===== src/rtl/hf_pkg.sv =====
package hf_pkg;
  localparam int unsigned LANES  = 4;
  localparam int unsigned BYTE_W = 8;
  localparam int unsigned WORD_W = LANES * BYTE_W;

  typedef enum logic {
    THR_ONE  = 1'b0,
    THR_FOUR = 1'b1
  } thr_e;
endpackage


===== src/rtl/hf_byte_fifo.sv =====
module hf_byte_fifo
  import hf_pkg::*;
#(
  parameter int unsigned DEPTH = 16,
  localparam int unsigned LW = $clog2(DEPTH + 1),
  localparam int unsigned CW = $clog2(LANES + 1)
) (
  input  logic              clk,
  input  logic              rst_n,
  input  logic              flush,
  input  logic [CW-1:0]     push_cnt,
  input  logic [WORD_W-1:0] push_data,
  input  logic [CW-1:0]     pop_cnt,
  output logic [WORD_W-1:0] peek_data,
  output logic [LW-1:0]     level
);
  localparam int unsigned PW = $clog2(DEPTH);

  logic [BYTE_W-1:0] mem [DEPTH];
  logic [PW-1:0]     wr_ptr, rd_ptr;

  always_ff @(posedge clk) begin
    if (!flush) begin
      for (int k = 0; k < int'(LANES); k++) begin
        if (k < int'(push_cnt)) mem[wr_ptr + PW'(k)] <= push_data[BYTE_W*k +: BYTE_W];
      end
    end
  end

  always_ff @(posedge clk) begin
    if (!rst_n || flush) begin
      wr_ptr <= '0;
      rd_ptr <= '0;
      level  <= '0;
    end else begin
      wr_ptr <= wr_ptr + PW'(push_cnt);
      rd_ptr <= rd_ptr + PW'(pop_cnt);
      level  <= level + LW'(push_cnt) - LW'(pop_cnt);
    end
  end

  for (genvar g = 0; g < int'(LANES); g++) begin : g_peek
    localparam logic [PW-1:0] OFS = PW'(g);
    assign peek_data[BYTE_W*g +: BYTE_W] = mem[rd_ptr + OFS];
  end
endmodule


===== src/rtl/hf_thresh_flag.sv =====
module hf_thresh_flag #(
  parameter int unsigned LW = 5
) (
  input  logic [LW-1:0] count,
  input  logic          four_sel,
  output logic          flag
);
  always_comb begin
    if (four_sel) flag = (count >= LW'(4));
    else          flag = (count != '0);
  end
endmodule


===== src/rtl/hf_sticky_flag.sv =====
module hf_sticky_flag (
  input  logic clk,
  input  logic rst_n,
  input  logic set,
  input  logic clr,
  output logic flag
);
  always_ff @(posedge clk) begin
    if (!rst_n)   flag <= 1'b0;
    else if (set) flag <= 1'b1;
    else if (clr) flag <= 1'b0;
  end
endmodule


===== src/rtl/hf_holding_fifos.sv =====
module hf_holding_fifos
  import hf_pkg::*;
#(
  parameter int unsigned DEPTH = 16,
  localparam int unsigned LW = $clog2(DEPTH + 1)
) (
  input  logic          clk,
  input  logic          rst_n,
  input  logic          fifo_on_cmd,
  input  logic          fifo_off_cmd,
  input  logic          tx_flush_cmd,
  input  logic          rx_flush_cmd,
  input  logic          lock_clr_cmd,
  input  logic          tx_four_mode,
  input  logic          rx_four_mode,
  input  logic          bus_wr_en,
  input  logic          bus_wr_wide,
  input  logic [31:0]   bus_wr_data,
  input  logic          bus_rd_en,
  input  logic          bus_rd_wide,
  output logic [31:0]   bus_rd_data,
  input  logic          status_rd,
  output logic          eng_tx_valid,
  input  logic          eng_tx_ready,
  output logic [7:0]    eng_tx_data,
  input  logic          eng_rx_valid,
  output logic          eng_rx_ready,
  input  logic [7:0]    eng_rx_data,
  input  logic          nack_set,
  output logic          tx_rdy,
  output logic          rx_rdy,
  output logic [LW-1:0] tx_level,
  output logic [LW-1:0] rx_level,
  output logic          lock_flag,
  output logic          fifo_on,
  output logic          tx_ovf_err,
  output logic          rx_udf_err
);
  localparam int unsigned CW = $clog2(LANES + 1);

  // mode register and derived capacity
  logic          mode_cmd;
  logic [LW-1:0] cap;

  assign mode_cmd = fifo_on_cmd | fifo_off_cmd;
  assign cap      = fifo_on ? LW'(DEPTH) : LW'(1);

  always_ff @(posedge clk) begin
    if (!rst_n)            fifo_on <= 1'b0;
    else if (fifo_off_cmd) fifo_on <= 1'b0;
    else if (fifo_on_cmd)  fifo_on <= 1'b1;
  end

  // transmit direction
  logic              tx_fl, tx_pop, tx_take, tx_wide, ovf_evt;
  logic [LW-1:0]     tx_free, tx_room, tx_need;
  logic [CW-1:0]     tx_push_cnt, tx_pop_cnt;
  logic [WORD_W-1:0] tx_peek;
  thr_e              tx_thr;

  assign tx_fl        = tx_flush_cmd | mode_cmd;
  assign eng_tx_valid = (tx_level != '0) && !lock_flag;
  assign eng_tx_data  = tx_peek[BYTE_W-1:0];
  assign tx_pop       = eng_tx_valid & eng_tx_ready;
  assign tx_free      = cap - tx_level;
  assign tx_room      = tx_free + LW'(tx_pop);
  assign tx_wide      = fifo_on & bus_wr_wide;
  assign tx_need      = tx_wide ? LW'(LANES) : LW'(1);
  assign tx_take      = bus_wr_en && !tx_fl && (tx_room >= tx_need);
  assign ovf_evt      = bus_wr_en && !tx_fl && !tx_take;
  assign tx_push_cnt  = tx_take ? (tx_wide ? CW'(LANES) : CW'(1)) : '0;
  assign tx_pop_cnt   = tx_pop ? CW'(1) : '0;
  assign tx_thr       = (fifo_on && tx_four_mode) ? THR_FOUR : THR_ONE;

  hf_byte_fifo #(.DEPTH(DEPTH)) u_tx_fifo (
    .clk(clk), .rst_n(rst_n), .flush(tx_fl),
    .push_cnt(tx_push_cnt), .push_data(bus_wr_data),
    .pop_cnt(tx_pop_cnt), .peek_data(tx_peek), .level(tx_level)
  );

  hf_thresh_flag #(.LW(LW)) u_tx_thr (
    .count(tx_free), .four_sel(tx_thr == THR_FOUR), .flag(tx_rdy)
  );

  // receive direction
  logic              rx_fl, rx_push, rx_take, rx_wide, udf_evt;
  logic [LW-1:0]     rx_need;
  logic [CW-1:0]     rx_push_cnt, rx_pop_cnt;
  logic [WORD_W-1:0] rx_peek, rx_push_data;
  logic [BYTE_W-1:0] last_byte;
  thr_e              rx_thr;

  assign rx_fl        = rx_flush_cmd | mode_cmd;
  assign eng_rx_ready = rx_level < cap;
  assign rx_push      = eng_rx_valid & eng_rx_ready;
  assign rx_wide      = fifo_on & bus_rd_wide;
  assign rx_need      = rx_wide ? LW'(LANES) : LW'(1);
  assign rx_take      = bus_rd_en && !rx_fl && (rx_level >= rx_need);
  assign udf_evt      = bus_rd_en && !rx_fl && !rx_take;
  assign rx_push_cnt  = rx_push ? CW'(1) : '0;
  assign rx_pop_cnt   = rx_take ? (rx_wide ? CW'(LANES) : CW'(1)) : '0;
  assign rx_push_data = {{(WORD_W-BYTE_W){1'b0}}, eng_rx_data};
  assign rx_thr       = (fifo_on && rx_four_mode) ? THR_FOUR : THR_ONE;

  hf_byte_fifo #(.DEPTH(DEPTH)) u_rx_fifo (
    .clk(clk), .rst_n(rst_n), .flush(rx_fl),
    .push_cnt(rx_push_cnt), .push_data(rx_push_data),
    .pop_cnt(rx_pop_cnt), .peek_data(rx_peek), .level(rx_level)
  );

  hf_thresh_flag #(.LW(LW)) u_rx_thr (
    .count(rx_level), .four_sel(rx_thr == THR_FOUR), .flag(rx_rdy)
  );

  always_ff @(posedge clk) begin
    if (!rst_n)       last_byte <= '0;
    else if (rx_take) last_byte <= rx_wide ? rx_peek[WORD_W-1 -: BYTE_W] : rx_peek[BYTE_W-1:0];
  end

  always_comb begin
    if (rx_take) bus_rd_data = rx_wide ? rx_peek : {{(WORD_W-BYTE_W){1'b0}}, rx_peek[BYTE_W-1:0]};
    else         bus_rd_data = rx_wide ? {LANES{last_byte}} : {{(WORD_W-BYTE_W){1'b0}}, last_byte};
  end

  // sticky lock and error flags
  hf_sticky_flag u_lock (
    .clk(clk), .rst_n(rst_n), .set(nack_set), .clr(lock_clr_cmd), .flag(lock_flag)
  );
  hf_sticky_flag u_ovf (
    .clk(clk), .rst_n(rst_n), .set(ovf_evt), .clr(status_rd), .flag(tx_ovf_err)
  );
  hf_sticky_flag u_udf (
    .clk(clk), .rst_n(rst_n), .set(udf_evt), .clr(status_rd), .flag(rx_udf_err)
  );
endmodule


===== config.mk =====
export PLATFORM = sky130hd
export DESIGN_NAME = hf_holding_fifos
export DESIGN_NICKNAME = d
export VERILOG_FILES = /design/src/rtl/hf_pkg.sv /design/src/rtl/hf_byte_fifo.sv /design/src/rtl/hf_thresh_flag.sv /design/src/rtl/hf_sticky_flag.sv /design/src/rtl/hf_holding_fifos.sv
export SDC_FILE = /design/constraint.sdc
export NUM_CORES = 1
export LEC_CHECK = 0
export ABC_AREA = 1
export CAP_MARGIN = 20
export CORE_AREA = 2 2 240 242
export CTS_CLUSTER_DIAMETER = 150
export DETAILED_ROUTE_END_ITERATION = 8
export DIE_AREA = 0 0 242 244
export DONT_BUFFER_PORTS = 1
export GPL_ROUTABILITY_DRIVEN = 0
export PLACE_DENSITY_LB_ADDON = 0.1
export REMOVE_ABC_BUFFERS = 1
export SETUP_SLACK_MARGIN = 0.15
export SLEW_MARGIN = 20
export SYNTH_ARGS = -nofsm -noshare
export SYNTH_HDL_FRONTEND = slang
export SYNTH_SLANG_ARGS = --single-unit

===== constraint.sdc =====
create_clock -name clk -period 4.1 [get_ports clk]
set_input_delay 0 -clock clk [delete_from_list [all_inputs] [get_ports clk]]
set_output_delay 0 -clock clk [all_outputs]
set_load 0.02 [all_outputs]

After elaboration in Yosys (flattened, before gate mapping):

Memories as Yosys holds them, arrays and structs flattened. A register that Yosys moved wholly into a read port is not among the register bits.
Cells that the tools add are included.

* register bits: 38
* memories: 2
* input port bits: 57
* RAM bits: 256
* bits in read-only memories: 0
* word-level logic and storage cells: 137
* latch bits: 0

* multipliers: 0
* eq/ne operators: 0
* divide/modulo/power cells: 0
* reductions and logical operators: 27
* mux-type cells: 57
* shift-type cells: 0
* order comparisons: 13
* bitwise logic cells: 8
* add/sub/neg operators: 19

Memories
* u_rx_fifo.mem: words 16, bits a word 8, rd ports 4, clocked after memory_dff 1, write ports 1, line hf_byte_fifo.sv:19 `logic [BYTE_W-1:0] mem [DEPTH];`
* u_tx_fifo.mem: words 16, bits a word 8, rd ports 1, clocked after memory_dff 1, write ports 4, line hf_byte_fifo.sv:19

Operators by type and width (number)
* $mux 32: 3
* $mux 1: 38
* $mux 8: 4
* $add 4x2->4 const B: 6
* $reduce_or 8->1: 3
* $mux 4: 5
* $mux 3: 6
* $reduce_bool 5->1: 3
* $add 4x1->4 const B: 3
* $add 5x1->5: 2
* $ge 5x3->1: 2
* $ge 5x3->1 const B: 2
* $logic_and 1x1->1: 9
* $add 4x1->4: 2
* $add 4x3->4: 2
* $logic_not 1->1: 6
* $lt 1x3->1 const A: 2
* $lt 2x3->1 const A: 2
* $reduce_bool 2->1: 3
* $add 5x3->5: 1
* $lt 5x5->1: 1
* $mux 5: 1
* $sub 5x1->5: 1
* $sub 5x3->5: 1
* other kinds (8): 16

Depth between registers and ports, before layout:

* depth in word-level cells: 12
* mapped depth: 24

Hierarchy:

A second synthesis with hierarchy kept.

* cells, all modules: 5009
* area, all modules: 29833.6 um^2

By module, submodules not included
* hf_byte_fifo at u_tx_fifo: times used 1, cells an instance 2384, sequential area each 4103.9 um^2, area each 14204.9 um^2
* hf_byte_fifo at u_rx_fifo: times used 1, cells an instance 2365, sequential area each 4103.9 um^2, area each 14174.8 um^2
* hf_holding_fifos: times used 1, cells an instance 230, sequential area each 180.2 um^2, area each 1265.0 um^2
* hf_sticky_flag: times used 3, cells an instance 6, sequential area each 20.0 um^2, area each 43.8 um^2
* hf_thresh_flag: times used 2, cells an instance 6, sequential area each 0.0 um^2, area each 28.8 um^2

Least setup slack after synthesis:

Ideal clock, no wire load.

* kind: reg-to-reg
* start: register u_tx_fifo.level[1]
* end: register u_tx_fifo.level[4]
* library setup time: 0.115 ns
* arrival time: 3.811 ns
* stages on the path, launching flop included: 25
* clock period less this slack: 3.926 ns
* setup slack: 0.174 ns
* path buffers: 2
* data required time: 3.985 ns
* cells stage by stage: dfxtp_1 inv_1 nand4_1 nand2_1 nor2_1 ha_1 ha_1 xor2_1 inv_1 ha_1 a21oi_1 nand3_1 nor2_4 nor2_8 buf_2 buf_2 inv_1 nor2_1 ha_1 fa_1 nand2_1 nand2_1 a21oi_1 a21oi_1 o21a_1

* longest elaborated chain between the ends: 9
* elaborated cells on any way between the ends: 11
* those cells by class: add/sub (4); order compare (1); mux (2); bitwise (1); reduce/logical (3)

Ends and longest elaborated chain
* start: declaration: line hf_byte_fifo.sv:15 `output logic [LW-1:0] level`
* start signal: assignment: line hf_byte_fifo.sv:38 `level <= level + LW'(push_cnt) - LW'(pop_cnt);`
* branches (longest 8 deep; another with $sub 5x5->5)
* $sub 5x1->5 (*): line hf_byte_fifo.sv:38

Mark *: on every way between the ends.
A chain may end at the register's enable or synchronous reset.

==> impl_metrics.prom <==
# TYPE chip_impl_metric gauge
chip_impl_metric{name="fp.coreArea",unit="mm^2"} 0.0562
chip_impl_metric{name="combinationalPowerShare",unit="%"} 7.2
chip_impl_metric{name="cts.reportedPaths.clkPinSlew",unit="ns"} 0.06
chip_impl_metric{name="drt-total-wl",unit="mm"} 89.2
chip_impl_metric{name="design_area",unit="mm^2"} 0.0256
chip_impl_metric{name="net-switching-power",unit="W"} 0.00183
chip_impl_metric{name="cp_data_required_time",unit="ns"} 4.43
chip_impl_info{name="status",value="complete, no violations"} 1
chip_impl_metric{name="transition_time_at_the_pin_with_the_least_slew_margin",unit="ns"} 1.28
chip_impl_info{name="worstPathCellList",value="nor2_2 > nand4_1 > nand2_1 > nor2_1 > ha_1 > ha_1 > xor2_1 > inv_1 > ha_1 > a21oi_2 > nand3_2 > nor2_4 > nor3_4 > buf_12 > nand3_4 > clkinvlp_4 > nand2_1 > dlygate4sd3_1 > nand2_1"} 1
chip_impl_metric{name="drt_iter0_markers",unit=""} 2494
chip_impl_metric{name="synth-warning-count",unit=""} 0
chip_impl_metric{name="nNetsFinal",unit=""} 3297
chip_impl_metric{name="multiInputGateArea",unit="mm^2"} 0.0120
chip_impl_metric{name="synth-edff-count",unit=""} 256
chip_impl_info{name="cts_tree",value="built"} 1
chip_impl_info{name="crit_path_end_kind",value="flop"} 1
chip_impl_metric{name="finalSetupTns",unit="ns"} 0
chip_impl_metric{name="tritoncts_num_sinks",unit=""} 294
chip_impl_metric{name="grt_util_all_layers",unit="%"} 29.4
chip_impl_metric{name="max_slew_margin",unit="%"} 14.5
chip_impl_metric{name="finish.cell_count_without_fillers",unit=""} 3986
chip_impl_metric{name="layout_skew",unit="ns"} 0.0127
chip_impl_metric{name="mapped_cells",unit=""} 3199
chip_impl_metric{name="num_rows",unit=""} 87
chip_impl_metric{name="clk-insertion-delay-late",unit="ns"} 0.57
chip_impl_metric{name="cell_internal_pwr",unit="W"} 0.00573
chip_impl_metric{name="avgSynthCellArea",unit="um^2"} 7.00
chip_impl_metric{name="detailedPlacementHpwl",unit="mm"} 57.4
chip_impl_info{name="synth.largest_area_cell",value="sky130_fd_sc_hd__edfxtp_1"} 1
chip_impl_metric{name="i_o_pin_count",unit=""} 115
chip_impl_info{name="holdCritPathClass",value="input port to flop"} 1
chip_impl_metric{name="vias_in_the_first_global_route",unit=""} 20900
chip_impl_metric{name="die_h",unit="um"} 244
chip_impl_metric{name="finish_stage_setup_viols",unit=""} 0
chip_impl_info{name="most_frequent_cells_in_the_layout",value="sky130_fd_sc_hd__nand2_1 (873), sky130_fd_sc_hd__nor2_1 (575), sky130_fd_sc_hd__edfxtp_1 (256), sky130_fd_sc_hd__inv_1 (252), sky130_fd_sc_hd__nand4_1 (238)"} 1
chip_impl_metric{name="p_sw_share",unit="%"} 24.2
chip_impl_metric{name="initial_antenna_violation_count",unit=""} 6
chip_impl_metric{name="drt_drc_violations_left",unit=""} 0
chip_impl_metric{name="yosys.cell_types.count",unit=""} 50
chip_impl_metric{name="detail-route-antenna-nets",unit=""} 0
chip_impl_metric{name="via_cell_ratio",unit=""} 5.69
chip_impl_metric{name="layout.filler_cells",unit=""} 5674
chip_impl_metric{name="routedWlPerCell",unit="um"} 22.4
chip_impl_metric{name="floorplan.die_area",unit="mm^2"} 0.0590
chip_impl_metric{name="async_reset_ff_share",unit="%"} 0
chip_impl_metric{name="yosys_register_bits",unit=""} 294
chip_impl_metric{name="crit_path_max_fanout",unit=""} 49
chip_impl_metric{name="dpl.cell_count",unit=""} 3842
chip_impl_metric{name="cts.path.max_buffers",unit=""} 3
chip_impl_metric{name="pwr-share-seq",unit="%"} 43.1
chip_impl_metric{name="drive_gt1_share",unit="%"} 9.35
chip_impl_metric{name="routed-via-count",unit=""} 22700
chip_impl_info{name="worst-setup-path-type",value="flop to flop"} 1
chip_impl_metric{name="p_clk_share",unit="%"} 49.7
chip_impl_metric{name="die_w",unit="um"} 242
chip_impl_metric{name="grt_pass1_wl",unit="mm"} 132
chip_impl_metric{name="critical_path.max_stage_delay",unit="ns"} 0.56
chip_impl_metric{name="timing.reg2reg.setup_slack",unit="ns"} 0.37
chip_impl_info{name="family_of_cells_with_the_greatest_summed_delay_on_the_critical_path",value="simple AND/OR/NAND/NOR gates"} 1
chip_impl_metric{name="netlist_area",unit="mm^2"} 0.0224
chip_impl_info{name="cpMaxStageDelayCell",value="sky130_fd_sc_hd__dlygate4sd3_1"} 1
chip_impl_metric{name="finalWorstPathRequiredPeriod",unit="ns"} 3.73
chip_impl_metric{name="overflow",unit=""} 0
chip_impl_metric{name="timing.critical_path.buf_inv",unit=""} 4
chip_impl_metric{name="drv.max_cap_violation_count",unit=""} 0
chip_impl_info{name="ctsRootBufferMaster",value="sky130_fd_sc_hd__clkbuf_16"} 1
chip_impl_info{name="synth.area.top_cells",value="sky130_fd_sc_hd__edfxtp_1 (34%), sky130_fd_sc_hd__nand2_1 (15%), sky130_fd_sc_hd__nor2_1 (9.7%), sky130_fd_sc_hd__nand4_1 (6.6%), sky130_fd_sc_hd__mux2i_1 (4.5%)"} 1
chip_impl_info{name="layout_commonest_cell",value="sky130_fd_sc_hd__nand2_1"} 1
chip_impl_metric{name="cts-htree-levels",unit=""} 2
chip_impl_metric{name="area_growth_syn_to_layout",unit="%"} 14.3
chip_impl_info{name="rsz0062_at_grt",value="false"} 1
chip_impl_metric{name="period_share",unit="%"} 90.9
chip_impl_metric{name="timing_hold_violations_final",unit=""} 0
chip_impl_metric{name="clock_buffer_count_from_cts",unit=""} 39
chip_impl_metric{name="grt_start_max_net_pins",unit=""} 77
chip_impl_metric{name="clock.fmax",unit="MHz"} 268
chip_impl_metric{name="critPathArrivalTime",unit="ns"} 4.05
chip_impl_metric{name="place_area",unit="mm^2"} 0.0233
chip_impl_metric{name="number_of_buffer_cells_added_on_primary_ports",unit=""} 0
chip_impl_metric{name="power_leakage",unit="nW"} 11.8
chip_impl_metric{name="floorplan.initialDensity",unit="%"} 39.9
chip_impl_metric{name="layout.area.seq",unit="mm^2"} 0.00846
chip_impl_metric{name="netlist.area_leader.share",unit="%"} 34.3
chip_impl_info{name="leading_register_cell_type_out_of_synthesis",value="sky130_fd_sc_hd__edfxtp_1"} 1
chip_impl_metric{name="detailedRoute.firstPassIterationCount",unit=""} 6
chip_impl_metric{name="synth_sequential_area_ratio",unit="%"} 37.7
chip_impl_info{name="start_kind",value="flop"} 1
chip_impl_metric{name="post-route-util",unit="%"} 45.6
chip_impl_metric{name="slew_limit_fails",unit=""} 0
chip_impl_metric{name="p_per_area",unit="mW/mm^2"} 295
chip_impl_metric{name="maximum_vdd_ir_drop",unit="mV"} 0.282
-- metal layers --
| layer | GRT usage, % | routed length [um] | part of all wire, % | up-vias |
|---|---|---|---|---|
| met3 | 5.92 | 8280 | 9.3 | 291 |
| met4 | 15.5 | 4900 | 5.5 | 8 |
| met1 | 38.0 | 36000 | 40 | 10600 |
| met2 | 46.6 | 39900 | 45 | 1146 |
| li1 | - | - | - | 10700 |
| met5 | 0 | 52 | 0.058 | - |
-- synth_stat cells (2+ instances only) --
library cell and instances:
sky130_fd_sc_hd__nand2_1 873, sky130_fd_sc_hd__nor2_1 580, sky130_fd_sc_hd__inv_1 258, sky130_fd_sc_hd__edfxtp_1 256
sky130_fd_sc_hd__nand4_1 238, sky130_fd_sc_hd__nand3_1 181, sky130_fd_sc_hd__clkbuf_1 138, sky130_fd_sc_hd__o21ai_0 121
sky130_fd_sc_hd__mux2i_1 100, sky130_fd_sc_hd__a21oi_1 80, sky130_fd_sc_hd__buf_2 56, sky130_fd_sc_hd__o211ai_1 43
sky130_fd_sc_hd__ha_1 40, sky130_fd_sc_hd__dfxtp_1 38, sky130_fd_sc_hd__o31ai_1 30, sky130_fd_sc_hd__buf_1 24
sky130_fd_sc_hd__inv_2 14, sky130_fd_sc_hd__nand3_2 12, sky130_fd_sc_hd__nor2_2 11, sky130_fd_sc_hd__nand2_2 10
sky130_fd_sc_hd__o2111ai_1 10, sky130_fd_sc_hd__clkinv_1 8, sky130_fd_sc_hd__mux2_2 8, sky130_fd_sc_hd__buf_6 7
sky130_fd_sc_hd__or2_2 7, sky130_fd_sc_hd__nand2_4 6, sky130_fd_sc_hd__nor2_4 6, sky130_fd_sc_hd__xnor2_1 6
sky130_fd_sc_hd__nor3_1 5, sky130_fd_sc_hd__xor2_1 4, sky130_fd_sc_hd__a31o_2 3, sky130_fd_sc_hd__nor3_2 3
sky130_fd_sc_hd__buf_4 2, sky130_fd_sc_hd__fa_1 2, sky130_fd_sc_hd__nor2_8 2, sky130_fd_sc_hd__nor3_4 2
sky130_fd_sc_hd__o21a_1 2
-- kinds of logic after synthesis --
kind of cell / count (synthesis) / synth area share [%]
and+or+nand+nor: 1941 / 37.8
AOI/OAI and AO/OA: 297 / 7.79
adders and majority gates: 42 / 2.41
DFF: 294 / 37.7
xor gates and xnor gates: 10 / 0.391
muxes: 108 / 4.87
buffers and inverters: 507 / 9.07
-- worst min-delay path, cell delays in order --
cell,delay (ns)
sky130_fd_sc_hd__inv_1,0.03
sky130_fd_sc_hd__nor2_1,0.05
sky130_fd_sc_hd__buf_4,0.15
sky130_fd_sc_hd__ha_1,0.26
sky130_fd_sc_hd__inv_1,0.04
sky130_fd_sc_hd__nor2_1,0.03
-- power by group through the flow --
stage	clock network [W]	logic (W)	registers, W
2_1_floorplan	0	0.000212	0.00332
3_3_place_gp	0	0.000343	0.00332
3_5_place_dp	0	0.000348	0.00332
4_1_cts	0.00383	0.000521	0.00326
5_1_grt	0.00393	0.000574	0.00326
6_report	0.00376	0.000547	0.00326
-- sequential cells by signal, summed over array words and instances (netlist names) --
name,cells
u_rx_fifo.wr_ptr,4
u_rx_fifo.rd_ptr,4
u_rx_fifo.mem,128
last_byte,8
u_udf.flag,1
fifo_on,1
u_tx_fifo.level,5
u_rx_fifo.level,5
u_ovf.flag,1
u_tx_fifo.rd_ptr,4
u_lock.flag,1
u_tx_fifo.wr_ptr,4
u_tx_fifo.mem,128
-- cell type report --
class | count | area share, %
Antenna cell | 1 | 0.00977
Clock buffer | 50 | 4.09
Clock inverter | 22 | 1.33
Inverter | 280 | 4.13
Multi-Input combinational cell | 2398 | 46.8
Sequential cell | 294 | 33.0
Tap cell | 756 | 3.69
Timing Repair Buffer | 185 | 6.87
-- worst paths after layout --
kind | start | end | depth (start not counted)
max | u_tx_fifo.level[2]$_SDFF_PP0_ | u_tx_fifo.mem[5][4]$_DFFE_PP_ | 19
min | eng_tx_ready | u_tx_fifo.rd_ptr[0]$_SDFF_PP0_ | 6
max reg2reg | u_tx_fifo.level[2]$_SDFF_PP0_ | u_tx_fifo.mem[5][4]$_DFFE_PP_ | 19
min reg2reg | u_rx_fifo.wr_ptr[3]$_SDFF_PP0_ | u_rx_fifo.wr_ptr[3]$_SDFF_PP0_ | 2
-- through the flow --
stage | total power [W] | setup slack, ns | hold slack [ns]
floorplan | 0.00354 | -4.99 | 0.0793
global placement | 0.00366 | 0.343 | 0.0910
detailed placement | 0.00367 | 0.328 | 0.0845
CTS | 0.00760 | 0.200 | 0.0167
global route | 0.00776 | 0.122 | 0.0708
finish | 0.00756 | 0.373 | 0.0458
-- repair_timing --
item                       in CTS  in global routing
hold endpoints to repair      294                  0
hold buffers                   65                  0
gates resized for setup         0                 10
setup buffers                   0                  5
setup endpoints to repair       0                127
No activity file was read; power rests on OpenSTA's default activity.
